===== src/rtl/mwire_pkg.sv =====
package mwire_pkg;
   typedef enum logic [1:0] {
      CMD_READ  = 2'b00,
      CMD_NOP   = 2'b01,
      CMD_WRITE = 2'b10,
      CMD_BURST = 2'b11
   } mw_cmd_e;

   typedef enum logic {
      ST_CMD  = 1'b0,
      ST_DATA = 1'b1
   } mw_state_e;
endpackage


===== src/rtl/mwire_sync.sv =====
module mwire_sync #(
   parameter int STAGES = 2
) (
   input  logic clk,
   input  logic rst_n,
   input  logic cs_n,
   input  logic sk,
   input  logic si,
   output logic cs_act,
   output logic sk_rise,
   output logic sk_fall,
   output logic si_s
);
   localparam int LAST = STAGES - 1;

   logic [STAGES-1:0] cs_q, sk_q, si_q;
   logic              sk_prev;

   for (genvar i = 0; i < STAGES; i++) begin : g_stage
      if (i == 0) begin : g_first
         always_ff @(posedge clk or negedge rst_n) begin
            if (!rst_n) begin
               cs_q[0] <= 1'b1;
               sk_q[0] <= 1'b0;
               si_q[0] <= 1'b0;
            end else begin
               cs_q[0] <= cs_n;
               sk_q[0] <= sk;
               si_q[0] <= si;
            end
         end
      end else begin : g_next
         always_ff @(posedge clk or negedge rst_n) begin
            if (!rst_n) begin
               cs_q[i] <= 1'b1;
               sk_q[i] <= 1'b0;
               si_q[i] <= 1'b0;
            end else begin
               cs_q[i] <= cs_q[i-1];
               sk_q[i] <= sk_q[i-1];
               si_q[i] <= si_q[i-1];
            end
         end
      end
   end

   always_ff @(posedge clk or negedge rst_n) begin
      if (!rst_n) sk_prev <= 1'b0;
      else        sk_prev <= sk_q[LAST];
   end

   assign cs_act  = ~cs_q[LAST];
   assign sk_rise = sk_q[LAST] & ~sk_prev;
   assign sk_fall = ~sk_q[LAST] & sk_prev;
   assign si_s    = si_q[LAST];

   initial begin
      assert (STAGES >= 2) else $error("mwire_sync: STAGES must be at least 2");
   end
endmodule


===== src/rtl/mwire_shift.sv =====
module mwire_shift #(
   parameter int DATA_W = 8
) (
   input  logic              clk,
   input  logic              rst_n,
   input  logic              cs_act,
   input  logic              sk_rise,
   input  logic              sk_fall,
   input  logic              si_s,
   input  logic              load,
   input  logic [DATA_W-1:0] load_val,
   output logic [DATA_W-1:0] rx_byte,
   output logic              byte_done,
   output logic              tx_msb
);
   localparam int CNT_W = $clog2(DATA_W + 1);
   localparam logic [CNT_W-1:0] FULL = CNT_W'(DATA_W);

   logic [CNT_W-1:0]  cnt;
   logic [DATA_W-1:0] rx_q, tx_q;

   assign byte_done = cs_act && sk_fall && (cnt == FULL);
   assign rx_byte   = rx_q;
   assign tx_msb    = tx_q[DATA_W-1];

   always_ff @(posedge clk or negedge rst_n) begin
      if (!rst_n) begin
         cnt  <= '0;
         rx_q <= '0;
      end else if (!cs_act) begin
         cnt <= '0;
      end else begin
         if (sk_rise && cnt != FULL) begin
            rx_q <= {rx_q[DATA_W-2:0], si_s};
            cnt  <= cnt + 1'b1;
         end else if (sk_fall && cnt == FULL) begin
            cnt <= '0;
         end
      end
   end

   always_ff @(posedge clk or negedge rst_n) begin
      if (!rst_n) begin
         tx_q <= '0;
      end else if (load) begin
         tx_q <= load_val;
      end else if (cs_act && sk_fall && cnt != '0 && cnt != FULL) begin
         tx_q <= {tx_q[DATA_W-2:0], 1'b0};
      end
   end

   // the bit counter never exceeds one byte
   assert_cnt_range_R2: assert property (@(posedge clk) disable iff (!rst_n)
      cnt <= FULL);

   // deselect always returns the counter to the start of a byte
   assert_deselect_clear_R9: assert property (@(posedge clk) disable iff (!rst_n)
      !cs_act |=> cnt == '0);

   initial begin
      assert (DATA_W >= 2) else $error("mwire_shift: DATA_W too small");
   end
endmodule


===== src/rtl/mwire_ctrl.sv =====
module mwire_ctrl
   import mwire_pkg::*;
#(
   parameter int CMD_W  = 2,
   parameter int ADDR_W = 6
) (
   input  logic                      clk,
   input  logic                      rst_n,
   input  logic                      cs_act,
   input  logic                      byte_done,
   input  logic [CMD_W+ADDR_W-1:0]   rx_byte,
   input  logic [CMD_W+ADDR_W-1:0]   reg_rdata,
   output logic [ADDR_W-1:0]         reg_addr,
   output logic                      reg_we,
   output logic [CMD_W+ADDR_W-1:0]   reg_wdata,
   output logic                      reg_re,
   output logic                      load,
   output logic [CMD_W+ADDR_W-1:0]   load_val
);
   localparam int DATA_W = CMD_W + ADDR_W;

   mw_state_e           state;
   mw_cmd_e             cmd;
   logic                burst;
   logic [ADDR_W-1:0]   addr_q;
   logic                we_q, rd_pend, wb_pend, load_q;
   logic [DATA_W-1:0]   wdata_q, last_res, load_val_q;

   assign cmd       = mw_cmd_e'(rx_byte[DATA_W-1 -: CMD_W]);
   assign reg_addr  = addr_q;
   assign reg_we    = we_q;
   assign reg_wdata = wdata_q;
   assign reg_re    = rd_pend;
   assign load      = load_q;
   assign load_val  = load_val_q;

   always_ff @(posedge clk or negedge rst_n) begin
      if (!rst_n) begin
         state      <= ST_CMD;
         burst      <= 1'b0;
         addr_q     <= '0;
         we_q       <= 1'b0;
         wdata_q    <= '0;
         rd_pend    <= 1'b0;
         wb_pend    <= 1'b0;
         last_res   <= '0;
         load_q     <= 1'b0;
         load_val_q <= '0;
      end else begin
         we_q    <= 1'b0;
         load_q  <= 1'b0;
         wb_pend <= we_q;
         if (rd_pend || wb_pend) begin
            last_res   <= reg_rdata;
            load_q     <= 1'b1;
            load_val_q <= reg_rdata;
            rd_pend    <= 1'b0;
         end
         if (!cs_act) begin
            state <= ST_CMD;
            burst <= 1'b0;
            if (!(rd_pend || wb_pend)) begin
               load_q     <= 1'b1;
               load_val_q <= last_res;
            end
         end else if (byte_done) begin
            if (state == ST_CMD) begin
               unique case (cmd)
                  CMD_READ: begin
                     addr_q  <= rx_byte[ADDR_W-1:0];
                     rd_pend <= 1'b1;
                  end
                  CMD_NOP: begin
                     load_q     <= 1'b1;
                     load_val_q <= last_res;
                  end
                  CMD_WRITE, CMD_BURST: begin
                     addr_q     <= rx_byte[ADDR_W-1:0];
                     burst      <= (cmd == CMD_BURST);
                     state      <= ST_DATA;
                     load_q     <= 1'b1;
                     load_val_q <= last_res;
                  end
                  default: ;
               endcase
            end else begin
               we_q    <= 1'b1;
               wdata_q <= rx_byte;
               if (!burst) state <= ST_CMD;
            end
         end
      end
   end

   // a side-effect read strobe lasts a single clock
   assert_re_single_R3: assert property (@(posedge clk) disable iff (!rst_n)
      reg_re |=> !reg_re);

   // a no-op command never produces a side-effect read
   assert_nop_no_read_R5: assert property (@(posedge clk) disable iff (!rst_n)
      (cs_act && byte_done && state == ST_CMD && cmd == CMD_NOP) |=> !reg_re);

   // each data byte causes one single-clock write
   assert_we_single_R6: assert property (@(posedge clk) disable iff (!rst_n)
      reg_we |=> !reg_we);

   // the post-write read-back never raises the side-effect strobe
   assert_wb_no_clear_R7: assert property (@(posedge clk) disable iff (!rst_n)
      wb_pend |-> !reg_re);

   // the address does not move while a write is issued
   assert_burst_addr_R8: assert property (@(posedge clk) disable iff (!rst_n)
      reg_we |-> $stable(reg_addr));

   initial begin
      assert (CMD_W == 2) else $error("mwire_ctrl: CMD_W must be 2");
      assert (ADDR_W >= 1) else $error("mwire_ctrl: ADDR_W must be positive");
   end
endmodule


===== src/rtl/mwire_regslave.sv =====
module mwire_regslave #(
   parameter int CMD_W       = 2,
   parameter int ADDR_W      = 6,
   parameter int SYNC_STAGES = 2
) (
   input  logic                    clk,
   input  logic                    rst_n,
   input  logic                    cs_n,
   input  logic                    sk,
   input  logic                    si,
   output logic                    so,
   output logic [ADDR_W-1:0]       reg_addr,
   output logic                    reg_we,
   output logic [CMD_W+ADDR_W-1:0] reg_wdata,
   output logic                    reg_re,
   input  logic [CMD_W+ADDR_W-1:0] reg_rdata
);
   localparam int DATA_W = CMD_W + ADDR_W;

   logic              cs_act, sk_rise, sk_fall, si_s;
   logic              byte_done, tx_msb, load;
   logic [DATA_W-1:0] rx_byte, load_val;

   mwire_sync #(.STAGES(SYNC_STAGES)) u_sync (
      .clk     (clk),
      .rst_n   (rst_n),
      .cs_n    (cs_n),
      .sk      (sk),
      .si      (si),
      .cs_act  (cs_act),
      .sk_rise (sk_rise),
      .sk_fall (sk_fall),
      .si_s    (si_s)
   );

   mwire_shift #(.DATA_W(DATA_W)) u_shift (
      .clk       (clk),
      .rst_n     (rst_n),
      .cs_act    (cs_act),
      .sk_rise   (sk_rise),
      .sk_fall   (sk_fall),
      .si_s      (si_s),
      .load      (load),
      .load_val  (load_val),
      .rx_byte   (rx_byte),
      .byte_done (byte_done),
      .tx_msb    (tx_msb)
   );

   mwire_ctrl #(.CMD_W(CMD_W), .ADDR_W(ADDR_W)) u_ctrl (
      .clk       (clk),
      .rst_n     (rst_n),
      .cs_act    (cs_act),
      .byte_done (byte_done),
      .rx_byte   (rx_byte),
      .reg_rdata (reg_rdata),
      .reg_addr  (reg_addr),
      .reg_we    (reg_we),
      .reg_wdata (reg_wdata),
      .reg_re    (reg_re),
      .load      (load),
      .load_val  (load_val)
   );

   assign so = cs_act & tx_msb;

   // no write and side-effect read in the same clock
   assert_we_re_excl_R6: assert property (@(posedge clk) disable iff (!rst_n)
      !(reg_we && reg_re));
endmodule


===== config.mk =====
export PLATFORM = sky130hd
export DESIGN_NAME = mwire_regslave
export DESIGN_NICKNAME = d
export VERILOG_FILES = /design/src/rtl/mwire_pkg.sv /design/src/rtl/mwire_sync.sv /design/src/rtl/mwire_shift.sv /design/src/rtl/mwire_ctrl.sv /design/src/rtl/mwire_regslave.sv
export SDC_FILE = /design/constraint.sdc
export NUM_CORES = 1
export LEC_CHECK = 0
export BUFFER_PORTS_ARGS = -buffer_cell sky130_fd_sc_hd__clkbuf_2
export CORE_AREA = 5 5 71 73
export CTS_CLUSTER_DIAMETER = 30
export DETAILED_ROUTE_END_ITERATION = 16
export DIE_AREA = 0 0 76 78
export PLACE_DENSITY = 0.82
export SETUP_SLACK_MARGIN = 0.3
export SYNTH_ARGS = -nofsm -noshare
export SYNTH_HDL_FRONTEND = slang
export SYNTH_SLANG_ARGS = --single-unit

===== constraint.sdc =====
create_clock -name clk -period 4.2 [get_ports clk]
set_clock_uncertainty 0.2 [all_clocks]
set_input_delay 0.84 -clock clk [delete_from_list [all_inputs] [get_ports clk]]
set_output_delay 0.84 -clock clk [all_outputs]
set_load 0.02 [all_outputs]

Word-level counts from Yosys, hierarchy flattened:

Index checks and enable logic that the tools add are counted.

* equality and inequality tests: 6
* add/subtract/negate cells: 1
* reductions and logical operators: 20
* bitwise logic cells: 7
* mux-type cells: 34

Operators by type and width (count)
* 2-to-1 mux 8 bit: 8
* 2-to-1 mux 1 bit: 23
* 2-to-1 mux 4 bit: 3
* logical AND 1 bit: 6
* AND reduction 3 bit: 2
* nonzero test 2 bit: 3
* OR reduction 3 bit: 2
* adder 4 x 1 -> 4 bit (second input constant): 1
* == test 2 bit (second input constant): 2
* == test 4 bit (second input constant): 1
* inequality test 4 bit (second input constant): 1
* NOT 1 bit: 4
* AND reduction 4 bit: 1
* nonzero test 4 bit: 1
* bitwise AND 1 bit: 3
* nonzero test 3 bit: 1
* == test 2 x 1 -> 1 bit (second input constant): 1
* zero test 2 bit: 1
* inequality test 2 bit (second input constant): 1
* AND reduction 2 bit: 1
* OR reduction 2 bit: 1
* logical OR 1 bit: 1

* output and inout bits: 17
* flip-flop bits (word level): 63
* input port bits: 13

Depth between registers and ports, before layout:

Gate-level depths: netlist of the first run.

* depth in word-level cells: 7
* gate-level depth with buffers: 7
* gate-level depth less buffers: 6

By module:

From an unflattened synthesis of the first run, not the netlist that was laid out.

* cells, all modules: 209
* area total of the unflattened synthesis: 2692.6 um2

By module, submodules not included
* mwire_ctrl: area each 1478.9 um2, cells an instance 110, instances 1
* mwire_shift: area each 1011.0 um2, cells an instance 88, instances 1
* mwire_sync: area each 196.4 um2, cells an instance 10, instances 1
* mwire_regslave: area each 6.3 um2, cells an instance 1, instances 1

Worst setup path before layout of the first run:

OpenSTA, ideal clock, no wires.

* path type: register to register
* from: register u_shift.cnt[0]
* to: register u_ctrl.wdata_q[0] (netlist: u_ctrl.reg_wdata[0])
* stages on the path, launching flop included: 8
* setup time: 0.125 ns
* clock period less this slack: 2.172 ns
* arrival time: 1.847 ns
* data required time: 3.875 ns
* path slack: 2.028 ns
* buffers on the path: 1
* cells stage by stage: dfrtp_1 inv_1 ha_1 nand3b_1 or2_2 nor3b_1 buf_2 mux2_2

* longest elaborated chain between the ends: 3

RTL lines
* start, declared: RTL line mwire_shift.sv:19 `logic [CNT_W-1:0] cnt;`
* start signal, assigned: RTL line mwire_shift.sv:35 `cnt <= cnt + 1'b1;`
* == test 4 bit: RTL line mwire_shift.sv:22 `assign byte_done = cs_act && sk_fall && (cnt == FULL);`
* logical AND 1 bit: RTL line mwire_shift.sv:22
* AND reduction 3 bit (no line)
* end signal, assigned: RTL line mwire_ctrl.sv:88 `wdata_q <= rx_byte;`
* end, declared: RTL line mwire_ctrl.sv:27 `logic [DATA_W-1:0] wdata_q, last_res, load_val_q;`

No other way between the ends.
A chain may end at the register's enable or synchronous reset.

Worst setup path after layout of the first run:

* from: register u_ctrl.rd_pend (netlist: u_ctrl.reg_re)
* to: register u_ctrl.load_val_q[7] (netlist: u_ctrl.load_val[7])

* longest elaborated chain between the ends: 6
* elaborated cells on any way between the ends: 7
* classes of those cells: mux (6); reduce/logical (1)

RTL lines
* start, declared: RTL line mwire_ctrl.sv:26 `logic we_q, rd_pend, wb_pend, load_q;`
* start signal, assigned: RTL line mwire_ctrl.sv:44 `rd_pend <= 1'b0;`
* start signal, assigned: RTL line mwire_ctrl.sv:57 `rd_pend <= 1'b0;`
* start signal, assigned: RTL line mwire_ctrl.sv:71 `rd_pend <= 1'b1;`
* logical OR 1 bit *: RTL line mwire_ctrl.sv:53, mwire_ctrl.sv:62
* 2-to-1 mux 8 bit: RTL line mwire_ctrl.sv:53 `if (rd_pend || wb_pend) begin`
* 2-to-1 mux 8 bit: RTL line mwire_ctrl.sv:68 `unique case (cmd)`
* 2-to-1 mux 8 bit: RTL line mwire_ctrl.sv:67 `if (state == ST_CMD) begin`
* 2-to-1 mux 8 bit: RTL line mwire_ctrl.sv:66 `end else if (byte_done) begin`
* 2-to-1 mux 8 bit *: RTL line mwire_ctrl.sv:59 `if (!cs_act) begin`
* end signal, assigned: RTL line mwire_ctrl.sv:56 `load_val_q <= reg_rdata;`
* end signal, assigned: RTL line mwire_ctrl.sv:64 `load_val_q <= last_res;`
* end signal, assigned: RTL line mwire_ctrl.sv:75 `load_val_q <= last_res;`
* end, declared: RTL line mwire_ctrl.sv:27

Mark *: on every way between the ends. The rest lies on a longest branch, timed or not.

==> results of run 1 <==
[synth_stat cells, types with 2 or more instances]
master	number	area, sq um
mux2_2	30	338
nand2b_1	2	12.5
buf_2	2	10.0
dfstp_2	2	52.6
nand2_1	12	45.0
nor3_1	4	20.0
clkbuf_1	4	15.0
nand3_1	3	15.0
nor4_1	3	18.8
inv_1	5	18.8
o32ai_1	7	61.3
o21ai_0	10	50.1
dfrtp_1	61	1530
nor2_1	10	37.5
nor2b_1	2	12.5
ha_1	2	25.0
o22ai_1	8	50.1
mux2i_1	9	90.1
a21oi_1	11	55.1
or2_2	2	12.5
[per-layer routing]
| layer | track usage [%] | vias to the layer above |
|---|---|---|
| li1 | - | 809 |
| met1 | 25.7 | 842 |
| met2 | 27.3 | 51 |
| met3 | 5.67 | 9 |
| met4 | 8.36 | 0 |
| met5 | 0 | - |
[critical path, delay by kind of cell (launching register included)]
kind / cells / cell delay, ps
compound gates: 3 / 860
flops: 1 / 390
simple gates: 1 / 870
[flip-flops by register name, indices dropped and copies added, names as in the netlist]
signal and count:
u_ctrl.load_val 8, u_ctrl.wb_pend 1, u_sync.cs_q 2, u_sync.si_s 1, u_ctrl.burst 1, u_ctrl.reg_addr 6
u_ctrl.last_res 8, u_ctrl.load 1, u_ctrl.state 1, u_ctrl.reg_wdata 8, u_shift.rx_byte 8, u_sync.sk_q 2
u_sync.si_q 1, u_ctrl.reg_we 1, u_shift.tx_q 8, u_ctrl.reg_re 1, u_sync.sk_prev 1, u_shift.cnt 4
[through the flow]
step	instance area, sq um	hold WS, ps
global placement	2770	135
finish	2990	151
CTS	2990	155
floorplan	2570	131
detailed placement	2770	138
global route	2990	168
[logic make-up after synthesis]
family                     count (synthesis)  share of synthesized area, %
and+or+nand+nor                           45                          9.10
buffers and inverters                     12                          1.85
adders and majority gates                  2                         0.973
muxes                                     39                          16.6
AOI/OAI and AO/OA                         40                          10.0
DFF                                       63                          61.4
[where the power goes]
part / switching, uW / internal (uW)
sequential: 57.7 / 664
clock: 219 / 366
combinational: 51.0 / 55.6
[final cells by class]
cell class	count	area (sq um)	share of cell area (%)
clock buffers	13	159	5.31
well taps	52	65.1	2.17
repair buffers	31	160	5.35
flip-flops and latches	63	1580	52.8
multi-input cells	126	945	31.6
inverters	5	18.8	0.627
clock inverters	3	65.1	2.17
[worst max path at each step]
stage                   startpoint                  end  slack [ps]  cells after the start
detailed placement   u_ctrl.reg_re   u_ctrl.load_val[7]        1800                      4
CTS                  u_ctrl.reg_re   u_ctrl.load_val[7]        1790                      4
floorplan           u_shift.cnt[0]  u_ctrl.reg_wdata[0]        2030                      7
global placement     u_ctrl.reg_re   u_ctrl.load_val[7]        1860                      4
global route         u_ctrl.reg_re   u_ctrl.load_val[7]        1630                      4
finish               u_ctrl.reg_re   u_ctrl.load_val[7]        1770                      4
[cell usage in the layout (no fill, tap or decap), types with 2 or more instances in the layout]
| cell | instances |
|---|---|
| clkbuf_2 | 29 |
| nor4_1 | 3 |
| nor2_1 | 10 |
| o22ai_1 | 8 |
| ha_1 | 2 |
| clkbuf_8 | 11 |
| nand3_1 | 3 |
| nand2b_1 | 2 |
| nor2b_1 | 2 |
| dfrtp_1 | 61 |
| nand2_1 | 12 |
| o21ai_0 | 10 |
| inv_1 | 5 |
| dfstp_2 | 2 |
| mux2i_1 | 9 |
| buf_4 | 2 |
| nor3_1 | 4 |
| mux2_2 | 30 |
| clkbuf_1 | 2 |
| bufinv_16 | 2 |
| o32ai_1 | 7 |
| a21oi_1 | 11 |
| or2_2 | 2 |
==> summary.md, run 1 <==
| Metric | Value |
|---|---|
| TNS Setup | 0 ps |
| GRT Overall Usage | around a fifth |
| Synth Warn # | 0 |
| Net count, final | 251 |
| TritonCTS clock tree | yes |
| Setup CP Type | register to register |
| Ant. Diodes | 0 |
| Endpoint class of the critical path | register |
| Sequential share of the synthesized area | 61.4% |
| Final Max Tran Viols | 0 |
| Final core utilization | about 70% |
| Root buffer cell | clkbuf_8 |
| Later-pin clock latency in the skew report | between 300 and 400 ps |
| # resized after CTS | 0 |
| Max VDD drop | between 300 and 400 uV |
| Htree depth | 3 |
| RSZ-0062 raised after global routing | no |
| PwrDens | about 470 mW/mm^2 |
| Worst reg2reg path depth | 4 |
| Core box area | roughly 0.0043 sq mm |
| DR top layer | met4 |
| Chip Height | just under 80 microns |
| DPL Wire Length | between 3000 and 4000 microns |
| Mean Syn Cell Area | approximately 13 sq um |
| Cell variety after synth | 32 |
| Number of synthesized flops with an enable pin | 0 |
| Largest net degree at the start of global routing | 35 |
| Final GP Congestion | about 0.75 |
| Antenna violations before repair | 0 |
| DP Cell Count | around 280 |
| FF-to-FF setup slack | between 1500 and 2000 ps |
| Post-synthesis register bit count | between 60 and 70 |
| CTS Buf Count | 9 |
| Hold Path Depth | 0 |
| Primary FF master, synth | dfrtp_1 |
| CP peak stage delay | about 870 ps |
| Clock sinks | 63 |
| Io pins | 30 |
| Rows | 24 |
| First-pass GRT wire length | ~8700 microns |
| CP required | between 4000 and 5000 ps |
| Max Buffers Root-to-Sink | 2 |
| Final Non-Filler Cells | slightly below 300 |
| Mapped Nets | between 200 and 250 |
| Met3 Wirelength | between 200 and 250 microns |
| Fmax achieved | about 400 MHz |
| Buffers on Ports | 29 |
| Worst R2R Start | u_ctrl.reg_re |
| Fraction of layout cells with a size suffix above 1 | 34.0% |
| PnR Total Power | 1410 uW |
| Slew HR | between 20% and 30% |
| Via Count | 1711 |
| Final setup violation count | 0 |
| Pre-CTS setup slack | between 1500 and 2000 ps |
| Layout area overhead | 16.4% |
| Endpoints failing hold | 0 |
| Post-Synthesis Cells | approximately 200 |
| Metal2 WL | around 2400 microns |
| Synthesized area | about 0.0026 sq mm |
| Global route overflow | 0 |
| Post-synth ARST share | 100% |
| Static Leak | 0.00144 uW |
| Starting DRT DRC Count | between 100 and 150 |
| Critical Path Fanout Max | 17 |
| Filler cell count | ~320 |
| Detail Route Antenna Nets | 0 |
| Hold Path Origin | u_sync.si_q[0] |
| Met1 Wirelength | around 2300 microns |
| Worst Hold Class | register to register |
| Total Routed Length | 4960 microns |
| Full die area | between 0.005 and 0.006 sq mm |
| Part of the cycle the worst path needs | about 58% |
| Die X | roughly 76 microns |
| # Post-CTS Setup Buffers | 0 |
| Vias in the first global route | about 1700 |
| Worst Max-Slew Pin Slew | ~1100 ps |
| Post-layout min period | roughly 2400 ps |
| Status | finished, final reports clean |
| Vias/cell | approximately 5.8 |
| Slowest CP cell | nor2_1 |
| Initial Utilization | 59.9% |
| Routed length per placed instance | roughly 17 microns |
| Crit path arrival time | roughly 2500 ps |
| DRC violations left | 0 |
| Pre-antenna DRT Iters | 4 |
| Hold EP | u_sync.si_s |
| Reg-to-reg endpoint | u_ctrl.load_val[7] |
| Clock slew at the register clock pins of the worst setup and hold paths | approximately 70 ps |
| Number of max-cap violations | 0 |
| Kind of start point of the critical path | register |
| Setup ws final | roughly 1800 ps |
| Crit-path cells | nor2_1 -> o31ai_2 -> o22a_1 -> o221a_1 |
| # hold bufs at CTS | 0 |
(Power assumes the default switching activity.)
==> run 2: changes to the inputs <==
Settings changed: CORE_AREA 5 5 71 73 to 5 5 74 76, DIE_AREA 0 0 76 78 to 0 0 79 81, PLACE_DENSITY 0.82 to 0.76.
Clock period 4.2 ns to 2.5 ns, I/O delays scaled along.
==> summary.md, run 2 (synthesis gave the netlist of run 1 again) <==
| Metric | Value |
|---|---|
| Critical Path Fanout Max | 9 (was 17) |
| Commonest non-fill, non-tap cell in the layout | dfrtp_1 (unchanged) |
| Antenna violations before repair | 0 (unchanged) |
| Crit path arrival time | 2210 ps (was 2450 ps) |
| Vias/cell | 5.62 (was 5.84) |
| GRT Overall Usage | 17.9% (was 18.7%) |
| Max VDD drop | 507 uV (was 352 uV) |
| DPL Wire Length | 3310 microns (was 3220 microns) |
| Slew HR | 65.4% (was 24.1%) |
| Final core utilization | 67.9% (was 69.7%) |
| Most frequent cells in the layout | 60 x dfrtp_1, 30 x mux2_2, 29 x clkbuf_2 (was 61 x dfrtp_1, 30 x mux2_2, 29 x clkbuf_2) |
| Via Count | 1765 (was 1711) |
| Root buffer cell | clkbuf_8 (unchanged) |
| Slowest CP cell | or4b_4 (was nor2_1) |
| Final setup violation count | 0 (unchanged) |
| Vias in the first global route | 1790 (was 1728) |
| Routed length per placed instance | 16.6 microns (was 16.9 microns) |
| Status | finished, final reports clean (unchanged) |
| First-pass GRT wire length | 8690 microns (was 8740 microns) |
| CTS Buf Count | 9 (unchanged) |
| Crit-path cells | or4b_4 -> or3_4 -> buf_4 -> o21ai_0 -> o221a_1 (was nor2_1 -> o31ai_2 -> o22a_1 -> o221a_1) |
| CP peak stage delay | 560 ps (was 870 ps) |
| Worst Hold Class | input pin to register (was register to register) |
| Net count, final | 270 (was 251) |
| Kind of start point of the critical path | register (unchanged) |
| Static Leak | 0.00154 uW (was 0.00144 uW) |
| Layout area overhead | 23.1% (was 16.4%) |
| Total Routed Length | 5220 microns (was 4960 microns) |
| Buffers on Ports | 29 (unchanged) |
| NetSw | 559 uW (was 328 uW) |
| Final Max Tran Viols | 0 (unchanged) |
| Initial Utilization | 55.2% (was 59.9%) |
| Rows | 25 (was 24) |
| Largest net degree at the start of global routing | 24 (was 35) |
| Number of max-cap violations | 0 (unchanged) |
| Post-layout min period | 2150 ps (was 2430 ps) |
| Fmax achieved | 466 MHz (was 411 MHz) |
| Ant. Diodes | 0 (unchanged) |
| Setup CP Type | register to register (unchanged) |
| CP required | 2570 ps (was 4220 ps) |
| Later-pin clock latency in the skew report | 330 ps (about the same) |
| Core box area | 0.00466 sq mm (was 0.00429 sq mm) |
| Fraction of layout cells with a size suffix above 1 | 40.4% (was 34.0%) |
| Clock slew at the register clock pins of the worst setup and hold paths | 60 ps (was 70 ps) |
| Part of the cycle the worst path needs | 85.8% (was 57.9%) |
| Endpoint class of the critical path | register (unchanged) |
| Final GP Congestion | 0.748 (was 0.746) |
| Max Buffers Root-to-Sink | 2 (unchanged) |
| Seq pwr share | 50.5% (was 51.1%) |
| Full die area | 0.00640 sq mm (was 0.00593 sq mm) |
| Switching share of power | 23.3% (was 23.2%) |
| Io pins | 30 (unchanged) |
| Die X | 79 microns (was 76 microns) |
| PwrDens | 757 mW/mm^2 (was 473 mW/mm^2) |
| TritonCTS clock tree | yes (unchanged) |
| Global route overflow | 0 (unchanged) |
| Top delay family on crit path | simple AND/OR/NAND/NOR gates (unchanged) |
| Pre-antenna DRT Iters | 4 (unchanged) |
| Chip Height | 81 microns (was 78 microns) |
| Clock sinks | 63 (unchanged) |
| Combinational share of power | 8.4% (was 7.5%) |
| Starting DRT DRC Count | 126 (was 141) |
| Endpoints failing hold | 0 (unchanged) |
| Worst Max-Slew Pin Slew | 519 ps (was 1140 ps) |
| DRC violations left | 0 (unchanged) |
| Htree depth | 3 (unchanged) |
| Detail Route Antenna Nets | 0 (unchanged) |
| TNS Setup | 0 ps (unchanged) |
| Clock share of power | 41.2% (was 41.4%) |
| CP bufs+invs | 1 (was 0) |
| RSZ-0062 raised after global routing | yes (was no) |
| Pint | 1840 uW (was 1090 uW) |
run 2: final timing paths:
check | cells past startpoint | from | slack [ps] | end
max | 5 | u_sync.sk_q[1] | 350 | u_ctrl.load_val[7]
min | 1 | cs_n | 50 | u_sync.cs_q[0]
max reg2reg | 5 | u_sync.sk_q[1] | 350 | u_ctrl.load_val[7]
min reg2reg | 0 | u_sync.si_q[0] | 150 | u_sync.si_s
max in group asynchronous | 3 | rst_n | 910 | u_sync.cs_q[1]
min in group asynchronous | 2 | rst_n | 470 | u_ctrl.reg_wdata[0]
run 2: timing repair:
| item | in CTS | in global routing |
|---|---|---|
| gates resized for setup | 1 | 8 |
| pin swaps | 0 | 1 |
| gates cloned | 0 | 1 |
| endpoints found under the hold margin | 20 | 0 |
| hold buffers | 1 | 0 |
| buffers inserted | 0 | 10 |
| endpoints found under the setup margin | 2 | 18 |
run 2: metrics by stage:
stage                     worst slack, ps  hold WS (ps)  instances  power, uW  instance area [sq um]
after floorplan                       328          4.41        201       1320                   2570
after detailed placement              323           138        286       1410                   2820
after CTS                             301          27.9        303       2400                   3060
final                                 355          48.6        314       2400                   3170
after global placement                368           133        286       1400                   2820
after global routing                  299          15.8        314       2520                   3170
run 2: power by group through the flow:
stage	registers [uW]	clock network [uW]	logic (uW)
after floorplan	1190	0	134
after CTS	1210	1010	187
final	1210	986	201
after detailed placement	1230	0	184
after global placement	1220	0	174
after global routing	1220	1060	231
run 2: cell type report:
type                            count  area [sq um]
Multi-Input combinational cell    126           970
Clock buffer                       13           159
Fill cell                         306          1500
Clock inverter                      3          65.1
Tap cell                           54          67.6
Inverter                            5          18.8
Timing Repair Buffer               50           305
Sequential cell                    63          1580
run 2: metal layers:
metal | part of all wire [%] | GRT usage, % | vias up
met5 | 0 | 0 | -
met4 | 2.1 | 9.79 | 0
met3 | 3.3 | 4.55 | 11
met2 | 48 | 26.0 | 41
met1 | 47 | 24.7 | 869
li1 | - | - | 844
==> run 3: changes to the inputs <==
Settings changed: CORE_AREA 5 5 74 76 to 5 5 77 72, DIE_AREA 0 0 79 81 to 0 0 82 77, PLACE_DENSITY 0.76 to 0.77.
==> summary.md, run 3 (synthesis gave the netlist of run 1 again) <==
| Metric | Value |
|---|---|
| Status | finished, final reports clean (unchanged) |
| Ant. Diodes | 0 (unchanged) |
| Clock share of power | 37.7% (was 41.2%) |
| Number of max-cap violations | 0 (unchanged) |
| Metal2 WL | 2620 microns (was 2500 microns) |
| Net count, final | 274 (was 270) |
| Initial Utilization | 54.9% (was 55.2%) |
| Kind of start point of the critical path | register (unchanged) |
| Met1 Wirelength | 2540 microns (was 2440 microns) |
| Later-pin clock latency in the skew report | 340 ps (was 330 ps) |
| Core box area | 0.00468 sq mm (was 0.00466 sq mm) |
| Combinational share of power | 9.2% (was 8.4%) |
| Seq pwr share | 53.1% (was 50.5%) |
| Endpoint class of the critical path | register (unchanged) |
| Total Routed Length | 5480 microns (was 5220 microns) |
| Antenna violations before repair | 0 (unchanged) |
| Part of the cycle the worst path needs | 87.1% (was 85.8%) |
| Slew HR | 62.5% (was 65.4%) |
| Rows | 24 (was 25) |
| Fmax achieved | 459 MHz (was 466 MHz) |
| Pint | 1710 uW (was 1840 uW) |
| First-pass GRT wire length | 9130 microns (was 8690 microns) |
| TNS Setup | 0 ps (unchanged) |
| Worst Hold Class | input pin to register (unchanged) |
| Detail Route Antenna Nets | 0 (unchanged) |
| Met3 Wirelength | 185 microns (was 174 microns) |
| Max VDD drop | 434 uV (was 507 uV) |
| NetSw | 562 uW (was 559 uW) |
| Io pins | 30 (unchanged) |
| Endpoints failing hold | 0 (unchanged) |
| Static Leak | 0.00156 uW (was 0.00154 uW) |
| Final Non-Filler Cells | 329 (was 314) |
| Starting DRT DRC Count | 128 (was 126) |
| GRT Overall Usage | 19.1% (was 17.9%) |
| Global route overflow | 0 (unchanged) |
| Buffers on Ports | 29 (unchanged) |
| Fraction of layout cells with a size suffix above 1 | 42.8% (was 40.4%) |
| Final Max Tran Viols | 0 (unchanged) |
| CP required | 2530 ps (was 2570 ps) |
| Final setup violation count | 0 (unchanged) |
| Via Count | 1822 (was 1765) |
| Clock sinks | 63 (unchanged) |
| Chip Height | 77 microns (was 81 microns) |
| Root buffer cell | clkbuf_8 (unchanged) |
| RSZ-0062 raised after global routing | yes (unchanged) |
| Commonest non-fill, non-tap cell in the layout | dfrtp_1 (unchanged) |
| TritonCTS clock tree | yes (unchanged) |
| Final GP Congestion | 0.828 (was 0.748) |
| CTS Buf Count | 9 (unchanged) |
| Max Buffers Root-to-Sink | 2 (unchanged) |
| Vias in the first global route | 1882 (was 1790) |
| Post-layout min period | 2180 ps (was 2150 ps) |
| Full die area | 0.00631 sq mm (was 0.00640 sq mm) |
| PwrDens | 707 mW/mm^2 (was 757 mW/mm^2) |
| DP Cell Count | 298 (was 286) |
| Worst Max-Slew Pin Slew | 562 ps (was 519 ps) |
| Vias/cell | 5.54 (was 5.62) |
| Clock slew at the register clock pins of the worst setup and hold paths | 70 ps (was 60 ps) |
| Crit path arrival time | 2200 ps (was 2210 ps) |
| Setup CP Type | register to register (unchanged) |
| Die X | 82 microns (was 79 microns) |
| Htree depth | 3 (unchanged) |
| DR top layer | met4 (unchanged) |
| DRC violations left | 0 (unchanged) |
| Pre-antenna DRT Iters | 4 (unchanged) |
| DPL Wire Length | 3300 microns (was 3310 microns) |
| Layout area overhead | 24.9% (was 23.1%) |
| Critical Path Fanout Max | 4 (was 9) |
| Routed length per placed instance | 16.7 microns (was 16.6 microns) |
| Most frequent cells in the layout | 60 x dfrtp_1, 30 x mux2_2, 29 x clkbuf_2 (unchanged) |
| Largest net degree at the start of global routing | 25 (was 24) |
| Switching share of power | 24.8% (was 23.3%) |
## run 3: cell count changes in the layout (fill, tap and decap cells not counted), moves of 2 or more
| cell | previous run | this run |
|---|---|---|
| inv_1 | 5 | 3 |
| o22ai_2 | 1 | 3 |
| o22ai_1 | 7 | 5 |
| buf_6 | 0 | 3 |
| inv_2 | 0 | 2 |
| clkinv_2 | 1 | 3 |
## run 3: routing by layer
layer,vias up,track usage (%)
met5,-,0
met4,0,10.6
met3,13,4.10
met2,46,26.4
met1,907,27.6
li1,856,-
## run 3: worst max-delay path, stage by stage, from the launching register on
cell and delay [ps]:
dfrtp_1 400, inv_2 80, ha_4 150, nand3b_1 150, buf_4 190, or4b_2 660
mux2i_1 180, nor2_1 60
## run 3: metrics by stage
| stage | total power, uW | cell area [sq um] | worst slack, ps | util, % | hold WS, ps |
|---|---|---|---|---|---|
| 2_1_floorplan | 1320 | 2570 | 328 | - | 4.41 |
| 3_3_place_gp | 1400 | 2840 | 243 | 60.7 | 133 |
| 3_5_place_dp | 1410 | 2840 | 162 | 60.7 | 143 |
| 4_1_cts | 2270 | 3110 | 315 | 66.4 | 33.4 |
| 5_1_grt | 2390 | 3210 | 256 | 68.6 | 39.2 |
| 6_report | 2270 | 3210 | 323 | 68.6 | 44.2 |
## run 3: power by group through the flow
stage          clock (uW)  combinational (uW)  sequential [uW]
2_1_floorplan           0                 134             1190
3_3_place_gp            0                 178             1220
3_5_place_dp            0                 187             1220
4_1_cts               869                 195             1200
5_1_grt               927                 236             1220
6_report              856                 208             1210
## run 3: layout make-up
class / count / area (sq um)
Clock buffer: 12 / 145
Clock inverter: 4 / 45.0
Fill cell: 348 / 1470
Inverter: 5 / 18.8
Multi-Input combinational cell: 126 / 995
Sequential cell: 63 / 1580
Tap cell: 65 / 81.3
Timing Repair Buffer: 54 / 347
## run 3: what timing repair did
action / in CTS / in global routing
hold endpoints to repair: 20 / 0
resized for setup: 6 / 11
cloned: 1 / 0
hold buffers: 1 / 0
buffers inserted: 6 / 7
pin swaps: 1 / 5
setup endpoints to repair: 14 / 14
## run 3: path summary, 6_finish.rpt
kind,endpoint,start,slack (ps),cells past startpoint
worst max-delay path,u_ctrl.burst,u_shift.cnt[0],320,7
worst min-delay path,u_sync.cs_q[0],cs_n,40,1
worst max register to register,u_ctrl.burst,u_shift.cnt[0],320,7
worst min register to register,u_sync.si_s,u_sync.si_q[0],160,0
max in group asynchronous,u_ctrl.state,rst_n,870,3
min in group asynchronous,u_shift.tx_q[6],rst_n,500,2
